$ cat src/rtl/act_irq_pkg.sv
package act_irq_pkg;
  // Offsets of the status registers relative to the status base
  typedef enum logic [1:0] {
    ST_RISE_LO = 2'd0,
    ST_RISE_HI = 2'd1,
    ST_FALL_LO = 2'd2,
    ST_FALL_HI = 2'd3
  } stat_sel_e;

  localparam int unsigned PIN_N = 2;
endpackage

$ cat src/rtl/act_irq_edge.sv
module act_irq_edge #(
  parameter int unsigned NCH = 12
) (
  input  logic           clk,
  input  logic           rst,
  input  logic [NCH-1:0] act_i,
  input  logic [NCH-1:0] en_i,
  output logic [NCH-1:0] rise_o,
  output logic [NCH-1:0] fall_o,
  output logic [NCH-1:0] val_o
);
  logic [NCH-1:0] prev_q;

  always_ff @(posedge clk) begin
    if (rst) prev_q <= '0;
    else     prev_q <= act_i;
  end

  assign rise_o = en_i &  act_i & ~prev_q;
  assign fall_o = en_i & ~act_i &  prev_q;

  // One capture register per channel, loaded only on that channel's event
  for (genvar ch = 0; ch < NCH; ch++) begin : g_val
    logic cap_q;
    always_ff @(posedge clk) begin
      if (rst)                          cap_q <= 1'b0;
      else if (rise_o[ch] | fall_o[ch]) cap_q <= act_i[ch];
    end
    assign val_o[ch] = cap_q;
  end
endmodule

$ cat src/rtl/act_irq_flags.sv
module act_irq_flags #(
  parameter int unsigned NCH = 12
) (
  input  logic           clk,
  input  logic           rst,
  input  logic [NCH-1:0] rise_i,
  input  logic [NCH-1:0] fall_i,
  input  logic [NCH-1:0] clr_rise_i,
  input  logic [NCH-1:0] clr_fall_i,
  output logic [NCH-1:0] rise_q,
  output logic [NCH-1:0] fall_q,
  output logic           pend_nx_o
);
  logic [NCH-1:0] rise_nx, fall_nx;

  // A new event outranks a clear in the same cycle
  assign rise_nx   = (rise_q & ~clr_rise_i) | rise_i;
  assign fall_nx   = (fall_q & ~clr_fall_i) | fall_i;
  assign pend_nx_o = |{rise_nx, fall_nx};

  always_ff @(posedge clk) begin
    if (rst) begin
      rise_q <= '0;
      fall_q <= '0;
    end else begin
      rise_q <= rise_nx;
      fall_q <= fall_nx;
    end
  end
endmodule

$ cat src/rtl/act_irq_rdport.sv
module act_irq_rdport
  import act_irq_pkg::*;
#(
  parameter int unsigned    NCH       = 12,
  parameter int unsigned    REG_W     = 8,
  parameter int unsigned    ADDR_W    = 5,
  parameter logic [ADDR_W-1:0] STAT_BASE = 'h10
) (
  input  logic              clk,
  input  logic              rst,
  input  logic              rd_en_i,
  input  logic [ADDR_W-1:0] rd_addr_i,
  input  logic [NCH-1:0]    val_i,
  input  logic [NCH-1:0]    rise_i,
  input  logic [NCH-1:0]    fall_i,
  output logic [NCH-1:0]    clr_rise_o,
  output logic [NCH-1:0]    clr_fall_o,
  output logic [REG_W-1:0]  rd_data_o
);
  localparam int unsigned EXT_W = 2 * REG_W;

  logic [EXT_W-1:0] rise_ext, fall_ext;
  logic [REG_W-1:0] rd_nx;

  always_comb begin
    rise_ext = '0;
    fall_ext = '0;
    rise_ext[NCH-1:0] = rise_i;
    fall_ext[NCH-1:0] = fall_i;
  end

  // Each channel's flag clears on a read of the half that holds it
  for (genvar ch = 0; ch < NCH; ch++) begin : g_clr
    localparam logic [ADDR_W-1:0] RISE_A =
      STAT_BASE + ADDR_W'(ST_RISE_LO) + ADDR_W'(ch / REG_W);
    localparam logic [ADDR_W-1:0] FALL_A =
      STAT_BASE + ADDR_W'(ST_FALL_LO) + ADDR_W'(ch / REG_W);
    assign clr_rise_o[ch] = rd_en_i && (rd_addr_i == RISE_A);
    assign clr_fall_o[ch] = rd_en_i && (rd_addr_i == FALL_A);
  end

  always_comb begin
    rd_nx = '0;
    for (int ch = 0; ch < NCH; ch++) begin
      if (rd_addr_i == ADDR_W'(ch)) rd_nx[0] = val_i[ch];
    end
    if (rd_addr_i == STAT_BASE + ADDR_W'(ST_RISE_LO)) rd_nx = rise_ext[REG_W-1:0];
    if (rd_addr_i == STAT_BASE + ADDR_W'(ST_RISE_HI)) rd_nx = rise_ext[EXT_W-1:REG_W];
    if (rd_addr_i == STAT_BASE + ADDR_W'(ST_FALL_LO)) rd_nx = fall_ext[REG_W-1:0];
    if (rd_addr_i == STAT_BASE + ADDR_W'(ST_FALL_HI)) rd_nx = fall_ext[EXT_W-1:REG_W];
  end

  always_ff @(posedge clk) begin
    if (rst)          rd_data_o <= '0;
    else if (rd_en_i) rd_data_o <= rd_nx;
  end
endmodule

$ cat src/rtl/act_irq_pins.sv
module act_irq_pins #(
  parameter int unsigned NPIN = 2
) (
  input  logic            clk,
  input  logic            rst,
  input  logic [NPIN-1:0] mode_i,
  input  logic            evt_i,
  input  logic            pend_nx_i,
  output logic [NPIN-1:0] irq_o
);
  for (genvar p = 0; p < NPIN; p++) begin : g_pin
    logic pin_q;
    always_ff @(posedge clk) begin
      if (rst) pin_q <= 1'b0;
      else     pin_q <= mode_i[p] ? pend_nx_i : evt_i;
    end
    assign irq_o[p] = pin_q;
  end
endmodule

$ cat src/rtl/act_irq_merge.sv
module act_irq_merge
  import act_irq_pkg::*;
#(
  parameter int unsigned       NCH       = 12,
  parameter int unsigned       REG_W     = 8,
  parameter int unsigned       ADDR_W    = 5,
  parameter logic [ADDR_W-1:0] STAT_BASE = 'h10
) (
  input  logic              clk,
  input  logic              rst,
  input  logic [NCH-1:0]    act_i,
  input  logic [NCH-1:0]    chan_en_i,
  input  logic [PIN_N-1:0]  irq_mode_i,
  input  logic              rd_en_i,
  input  logic [ADDR_W-1:0] rd_addr_i,
  output logic [REG_W-1:0]  rd_data_o,
  output logic [PIN_N-1:0]  irq_o
);
  logic [NCH-1:0] rise_evt, fall_evt, val_q;
  logic [NCH-1:0] rise_q, fall_q, clr_rise, clr_fall;
  logic           pend_nx;
  logic           any_evt;

  assign any_evt = |{rise_evt, fall_evt};

  act_irq_edge #(.NCH(NCH)) edge_i (
    .clk(clk), .rst(rst), .act_i(act_i), .en_i(chan_en_i),
    .rise_o(rise_evt), .fall_o(fall_evt), .val_o(val_q)
  );

  act_irq_flags #(.NCH(NCH)) flags_i (
    .clk(clk), .rst(rst), .rise_i(rise_evt), .fall_i(fall_evt),
    .clr_rise_i(clr_rise), .clr_fall_i(clr_fall),
    .rise_q(rise_q), .fall_q(fall_q), .pend_nx_o(pend_nx)
  );

  act_irq_rdport #(.NCH(NCH), .REG_W(REG_W), .ADDR_W(ADDR_W), .STAT_BASE(STAT_BASE)) rd_i (
    .clk(clk), .rst(rst), .rd_en_i(rd_en_i), .rd_addr_i(rd_addr_i),
    .val_i(val_q), .rise_i(rise_q), .fall_i(fall_q),
    .clr_rise_o(clr_rise), .clr_fall_o(clr_fall), .rd_data_o(rd_data_o)
  );

  act_irq_pins #(.NPIN(PIN_N)) pins_i (
    .clk(clk), .rst(rst), .mode_i(irq_mode_i), .evt_i(any_evt),
    .pend_nx_i(pend_nx), .irq_o(irq_o)
  );
endmodule

$ cat config.mk
export PLATFORM = sky130hd
export DESIGN_NAME = act_irq_merge
export DESIGN_NICKNAME = d
export VERILOG_FILES = /design/src/rtl/act_irq_pkg.sv /design/src/rtl/act_irq_edge.sv /design/src/rtl/act_irq_flags.sv /design/src/rtl/act_irq_rdport.sv /design/src/rtl/act_irq_pins.sv /design/src/rtl/act_irq_merge.sv
export SDC_FILE = /design/constraint.sdc
export NUM_CORES = 1
export LEC_CHECK = 0
export ABC_AREA = 0
export CORE_MARGIN = 5
export CORE_UTILIZATION = 53
export DETAILED_ROUTE_END_ITERATION = 10
export GPL_TIMING_DRIVEN = 0
export HOLD_SLACK_MARGIN = 0.1
export PLACE_DENSITY = 0.84
export SYNTH_ARGS = -nofsm -noshare
export SYNTH_HDL_FRONTEND = slang
export SYNTH_SLANG_ARGS = --single-unit
$ cat constraint.sdc
create_clock -name clk -period 1.8 [get_ports clk]
set_clock_uncertainty 0.2 [all_clocks]
set_input_delay 0.36 -clock clk [delete_from_list [all_inputs] [get_ports clk]]
set_output_delay 0.36 -clock clk [all_outputs]
set_load 0.02 [all_outputs]
**Yosys cells after proc, flatten, opt, wreduce, memory -nomap -nowiden**

Cells that the tools add are included.

- Flip-flop bits (word level): 58
- Input bits: 34
- Output and inout bits: 10
- Word-level logic and storage cells: 82

- Eq/ne operators: 15
- Multiplexer cells: 18
- Bitwise logic cells: 24
- Reductions and logical operators: 7

Operator list:

| kind | count |
|---|---|
| $and 12x12->12 | 6 |
| $not 12->12 | 4 |
| $reduce_or 24->1 | 2 |
| $mux 8 | 4 |
| $or 12x12->12 | 2 |
| $eq 5x3->1 const B | 4 |
| $eq 5x4->1 const B | 4 |
| $eq 5x5->1 const B | 4 |
| $mux 1 | 14 |
| $or 1x1->1 | 12 |
| $eq 5x2->1 const B | 2 |
| $eq 5x1->1 const B | 1 |
| $logic_not 5->1 | 1 |
| $logic_and 1x1->1 | 4 |

**Logic depth before layout (Yosys ltp)**

- Depth after elaboration: 17
- Gate-level depth with buffers: 8
- Mapped depth without buffers: 5

**Cells and area by module**

A second synthesis with hierarchy kept.

- Cell total of the unflattened synthesis: 352
- Area total of the unflattened synthesis: 3062.9 um2

Modules (own cells, without submodules):

| module | instances | cells each | area each (um2) | seq. area each (um2) |
|---|---|---|---|---|
| act_irq_edge | 1 | 134 | 1102.3 | 480.5 |
| act_irq_flags | 1 | 103 | 970.9 | 480.5 |
| act_irq_rdport | 1 | 99 | 855.8 | 160.2 |
| act_irq_pins | 1 | 8 | 82.6 | 40.0 |
| act_irq_merge | 1 | 8 | 51.3 | 0.0 |

**Worst setup path before layout**

OpenSTA, ideal clock, no wires.

- Path kind: input-to-reg
- Start point: input rd_addr_i[4]
- End point: register pins_i.g_pin[0].pin_q
- Library setup time: 117 ps
- Arrival: 1405 ps
- Required time: 1483 ps
- Path slack: 78 ps
- Stages on the path: 7
- Path buffers: 2
- Path through: buf_4 -> nor4bb_1 -> buf_4 -> nand2_1 -> o311ai_1 -> and4_1 -> o21ai_1

- Word-level cells in the longest chain between the ends: 7
- Elaborated cells on any way between the ends: 16
- Classes of those cells: eq/ne (4); mux (1); bitwise (6); reduce/logical (5)

Ends and longest elaborated chain:

| what | line | text |
|---|---|---|
| from (decl) | act_irq_merge.sv:15 | `input logic [ADDR_W-1:0] rd_addr_i,` |
| $eq 5x5->1, on equally long branches | act_irq_rdport.sv:39, act_irq_rdport.sv:38 |  |
| $logic_and 1x1->1, on equally long branches | act_irq_rdport.sv:39, act_irq_rdport.sv:38 |  |
| $not 12->12, on equally long branches | act_irq_flags.sv:18, act_irq_flags.sv:17 |  |
| $and 12x12->12, on equally long branches | act_irq_flags.sv:18, act_irq_flags.sv:17 |  |
| $or 12x12->12, on equally long branches | act_irq_flags.sv:18, act_irq_flags.sv:17 |  |
| $reduce_or 24->1 (*) | act_irq_flags.sv:19 | `assign pend_nx_o = \|{rise_nx, fall_nx};` |
| $mux 1 (*) | act_irq_pins.sv:15 | `else pin_q <= mode_i[p] ? pend_nx_i : evt_i;` |
| to (signal assigned) | act_irq_pins.sv:15 |  |
| to (decl) | act_irq_pins.sv:12 | `logic pin_q;` |

Mark *: on every way between the ends. The rest lies on a longest branch, timed or not.
A chain may end at the register's enable or synchronous reset.

**Final worst setup path**

- Start point: input chan_en_i[10]
- End point: register pins_i.g_pin[0].pin_q

- Word-level cells in the longest chain between the ends: 5
- Elaborated cells on any way between the ends: 9
- Classes of those cells: mux (1); bitwise (6); reduce/logical (2)

Ends and longest elaborated chain:

| what | line | text |
|---|---|---|
| from (decl) | act_irq_merge.sv:12 | `input logic [NCH-1:0] chan_en_i,` |
| $and 12x12->12, on equally long branches (2 in series) | act_irq_edge.sv:20, act_irq_edge.sv:19 |  |
| $or 12x12->12, on equally long branches | act_irq_flags.sv:18, act_irq_flags.sv:17 |  |
| $reduce_or 24->1 | act_irq_flags.sv:19 |  |
| $mux 1 (*) | act_irq_pins.sv:15 |  |

Marked as above.

==> results.py <==
metrics = {
    "worst_setup_path": {
        "r2r-start": "edge_i.prev_q[5]",
        "regToRegSetupSlack_ns": 0.11,
        "cp-start-kind": "primary input",
        "path_class": "in -> reg",
        "critical_path_depth": 6,
        "cp_slowest_stage_delay_ns": 0.42,
        "critical_path_buf_inv_count": 1,
        "ff2ff_path_depth": 5,
        "startpoint": "chan_en_i[10]",
        "crit_fanout": 3,
        "crit_path_top_delay_cell": "clkdlybuf4s50_1",
        "endpoint_kind": "flop",
        "required_ns": 1.83,
        "crit_path_end": "pins_i.g_pin[0].pin_q",
        "r2r_end": "pins_i.g_pin[0].pin_q",
        "crit_arrival_ns": 1.76,
        "cpLargestDelayFamily": "compound AO/OA/AOI/OAI gates",
        "crit_chain": "clkdlybuf4s50_1, nand2_1, o22ai_1, a2111oi_2, a41o_1, o21ai_1",
    },
    "pwr": {
        "vdd_ir_drop_max_uv": 670,
        "clkPwrFrac": 0.420,
        "p_leak_nw": 1.40,
        "total_power_mw": 3.15,
        "p_int_mw": 2.33,
        "power_density_mw_per_mm2": 925,
        "seq_power_share": 0.448,
        "p_sw_uw": 825,
        "p_comb_frac": 0.133,
        "p_sw_frac": 0.262,
    },
    "timing": {
        "hold_slack_ns": 0.150,
        "worst_slack_ns": 0.0658,
        "slew-limit-headroom": 0.702,
        "setup_tns_ns": 0,
        "finalMaxSlewViolations": 0,
        "hold_viol_final": 0,
        "tightest_slew_ns": 0.447,
        "fmax_mhz": 577,
        "setup_viol": 0,
        "rsz0062_at_grt": "true",
        "fin_crit_sh": 0.963,
        "finalCriticalPeriod_ns": 1.73,
    },
    "drt": {
        "dr.pass1.iters": 5,
        "vias": 2598,
        "drc": 0,
        "ant_nets": 0,
        "drt-initial-drc-count": 329,
        "wl_per_cell_um": 16.3,
        "finalWirelength_mm": 7.28,
        "via_per_inst": 5.81,
    },
    "place": {
        "io_buffers": 40,
        "dp_slack_ns": -0.659,
        "dp_hpwl_mm": 5.26,
        "place.gp.congestion": 0.929,
    },
    "cts": {
        "h-tree-depth": 3,
        "cts-root-buf": "clkbuf_8",
        "cts.path.max_buffers": 2,
        "cts_tree": "built",
        "numClockSinks": 58,
        "cts_buffers": 9,
        "clk_latency_ns": 0.35,
        "path_clk_slew_ns": 0.06,
    },
    "die": {
        "rows": 25,
        "core_area_mm2": 0.00479,
        "start_util": 0.556,
        "die_area_mm2": 0.00654,
        "ioPinCount": 44,
        "die_width_um": 80.9,
        "dieHeight_um": 80.9,
    },
    "synth": {
        "ys_warn_count": 0,
        "async_flop_share": 0,
        "netlist_instances": 322,
        "synthFlopType": "dfxtp_1",
        "syn_nets": 356,
        "syn_area_mm2": 0.00266,
        "avgSynthCellArea_um2": 8.26,
        "ys_ff_latch": 58,
        "ys_seq_area_frac": 0.436,
        "yosysUniqueCellTypes": 47,
        "synth-edff-count": 0,
    },
    "final_layout": {
        "syn2layout_area_growth_pct": 27.9,
        "drive_gt1_frac": 0.116,
        "final_nets": 409,
        "mostFrequentLayoutCell": "dfxtp_1",
        "final_cell_mix": "dfxtp_1, nand2_1, nor2_1, a21oi_1, nor2b_1",
        "diodes": 0,
    },
    "global_routing": {
        "grt.overflow.total": 0,
        "grtUsageMet2": 0.387,
        "use_met3": 0.0421,
        "antenna_found_initial": 0,
        "gr-max-usage-layer": "met2",
        "gr-usage-all-layers": 0.237,
        "grt_max_degree": 12,
        "grt_pass1_vias": 2450,
        "met1_usage": 0.305,
        "grt_pass1_wl_mm": 11.8,
    },
    "outcome": {
        "status": "complete, no violations",
    },
    "worst_hold_path": {
        "min_path_type": "in -> reg",
    },
    "run": {
        "maxCapViolations": 0,
    },
}
[flip-flops by register name (all words and copies together), names as in the netlist]
signal,flops
edge_i.prev_q,12
flags_i.fall_q,12
pins_i.g_pin.pin_q,2
edge_i.g_val.cap_q,12
rd_i.rd_data_o,8
flags_i.rise_q,12
[kinds of logic after synthesis]
kind of cell / count (synthesis) / synth area share
AOI/OAI and AO/OA: 88 / 0.204
xor gates and xnor gates: 4 / 0.0132
DFF: 58 / 0.436
buffers and inverters: 23 / 0.0437
muxes: 11 / 0.0461
and+or+nand+nor: 138 / 0.257
[worst min-delay path by stage]
| stage | start | endpoint | slack, ns | depth (start not counted) |
|---|---|---|---|---|
| floorplan | edge_i.g_val[2].cap_q | edge_i.g_val[2].cap_q | 0.24 | 2 |
| global placement | edge_i.g_val[7].cap_q | edge_i.g_val[7].cap_q | 0.25 | 2 |
| detailed placement | edge_i.g_val[3].cap_q | edge_i.g_val[3].cap_q | 0.26 | 2 |
| CTS | rd_addr_i[4] | rd_i.rd_data_o[0] | 0.24 | 3 |
| global route | act_i[5] | edge_i.prev_q[5] | 0.17 | 2 |
| finish | act_i[5] | edge_i.prev_q[5] | 0.15 | 2 |
[layout make-up]
type                       instances  area [um2]
multi-input combinational        241        1420
fill                             397        1380
sequential                        58        1160
timing repair buffer              42         403
clock buffer                       9         124
clock inverter                     7        93.8
buffer                            15        92.6
tap                               67        83.8
inverter                           8        30.0
[timing repair]
action                                  in CTS  in global routing
buffers inserted                             1                  1
resized for setup                           24                 14
pin swaps                                    5                  8
endpoints found under the setup margin      53                 13
hold buffers                                 0                  0
gates cloned                                 0                  0
[power by group through the flow]
stage	registers (mW)	clock network, mW	logic [mW]
2_1_floorplan	1.42	0	0.245
3_3_place_gp	1.43	0	0.397
3_5_place_dp	1.44	0	0.407
4_1_cts	1.41	1.33	0.411
5_1_grt	1.42	1.39	0.458
6_report	1.41	1.32	0.418
[cell usage after synthesis (all sizes together), types with 2 or more instances]
master,count,area share
nand3b,6,0.017
a31oi,2,0.0047
nor2,39,0.055
mux2i,10,0.038
o21ai,19,0.036
o2111ai,4,0.013
nand2b,2,0.0047
o22ai,2,0.0047
nor2b,25,0.059
a222oi,3,0.011
dfxtp,58,0.44
clkbuf,6,0.0085
nor3b,3,0.0085
nor3,2,0.0038
xor2,4,0.013
nand4,2,0.0047
inv,7,0.0099
nand3,6,0.013
o32a,2,0.0075
a221oi,2,0.0066
nand2,42,0.059
a21oi,38,0.071
nor4,5,0.014
a22oi,8,0.023
buf,9,0.024
[per-layer routing]
metal | vias to the layer above | wire length (um)
li1 | 1258 | -
met3 | 20 | 502
met1 | 1216 | 3230
met5 | - | 0
met2 | 104 | 3380
met4 | 0 | 161
[through the flow]
step	util	instances	area, um2
finish	0.711	447	3400
global route	0.711	447	3400
CTS	0.705	446	3380
detailed placement	0.657	429	3150
global placement	0.657	429	3150
floorplan	-	322	2660
Note: power is estimated with default switching activity, not from simulation.
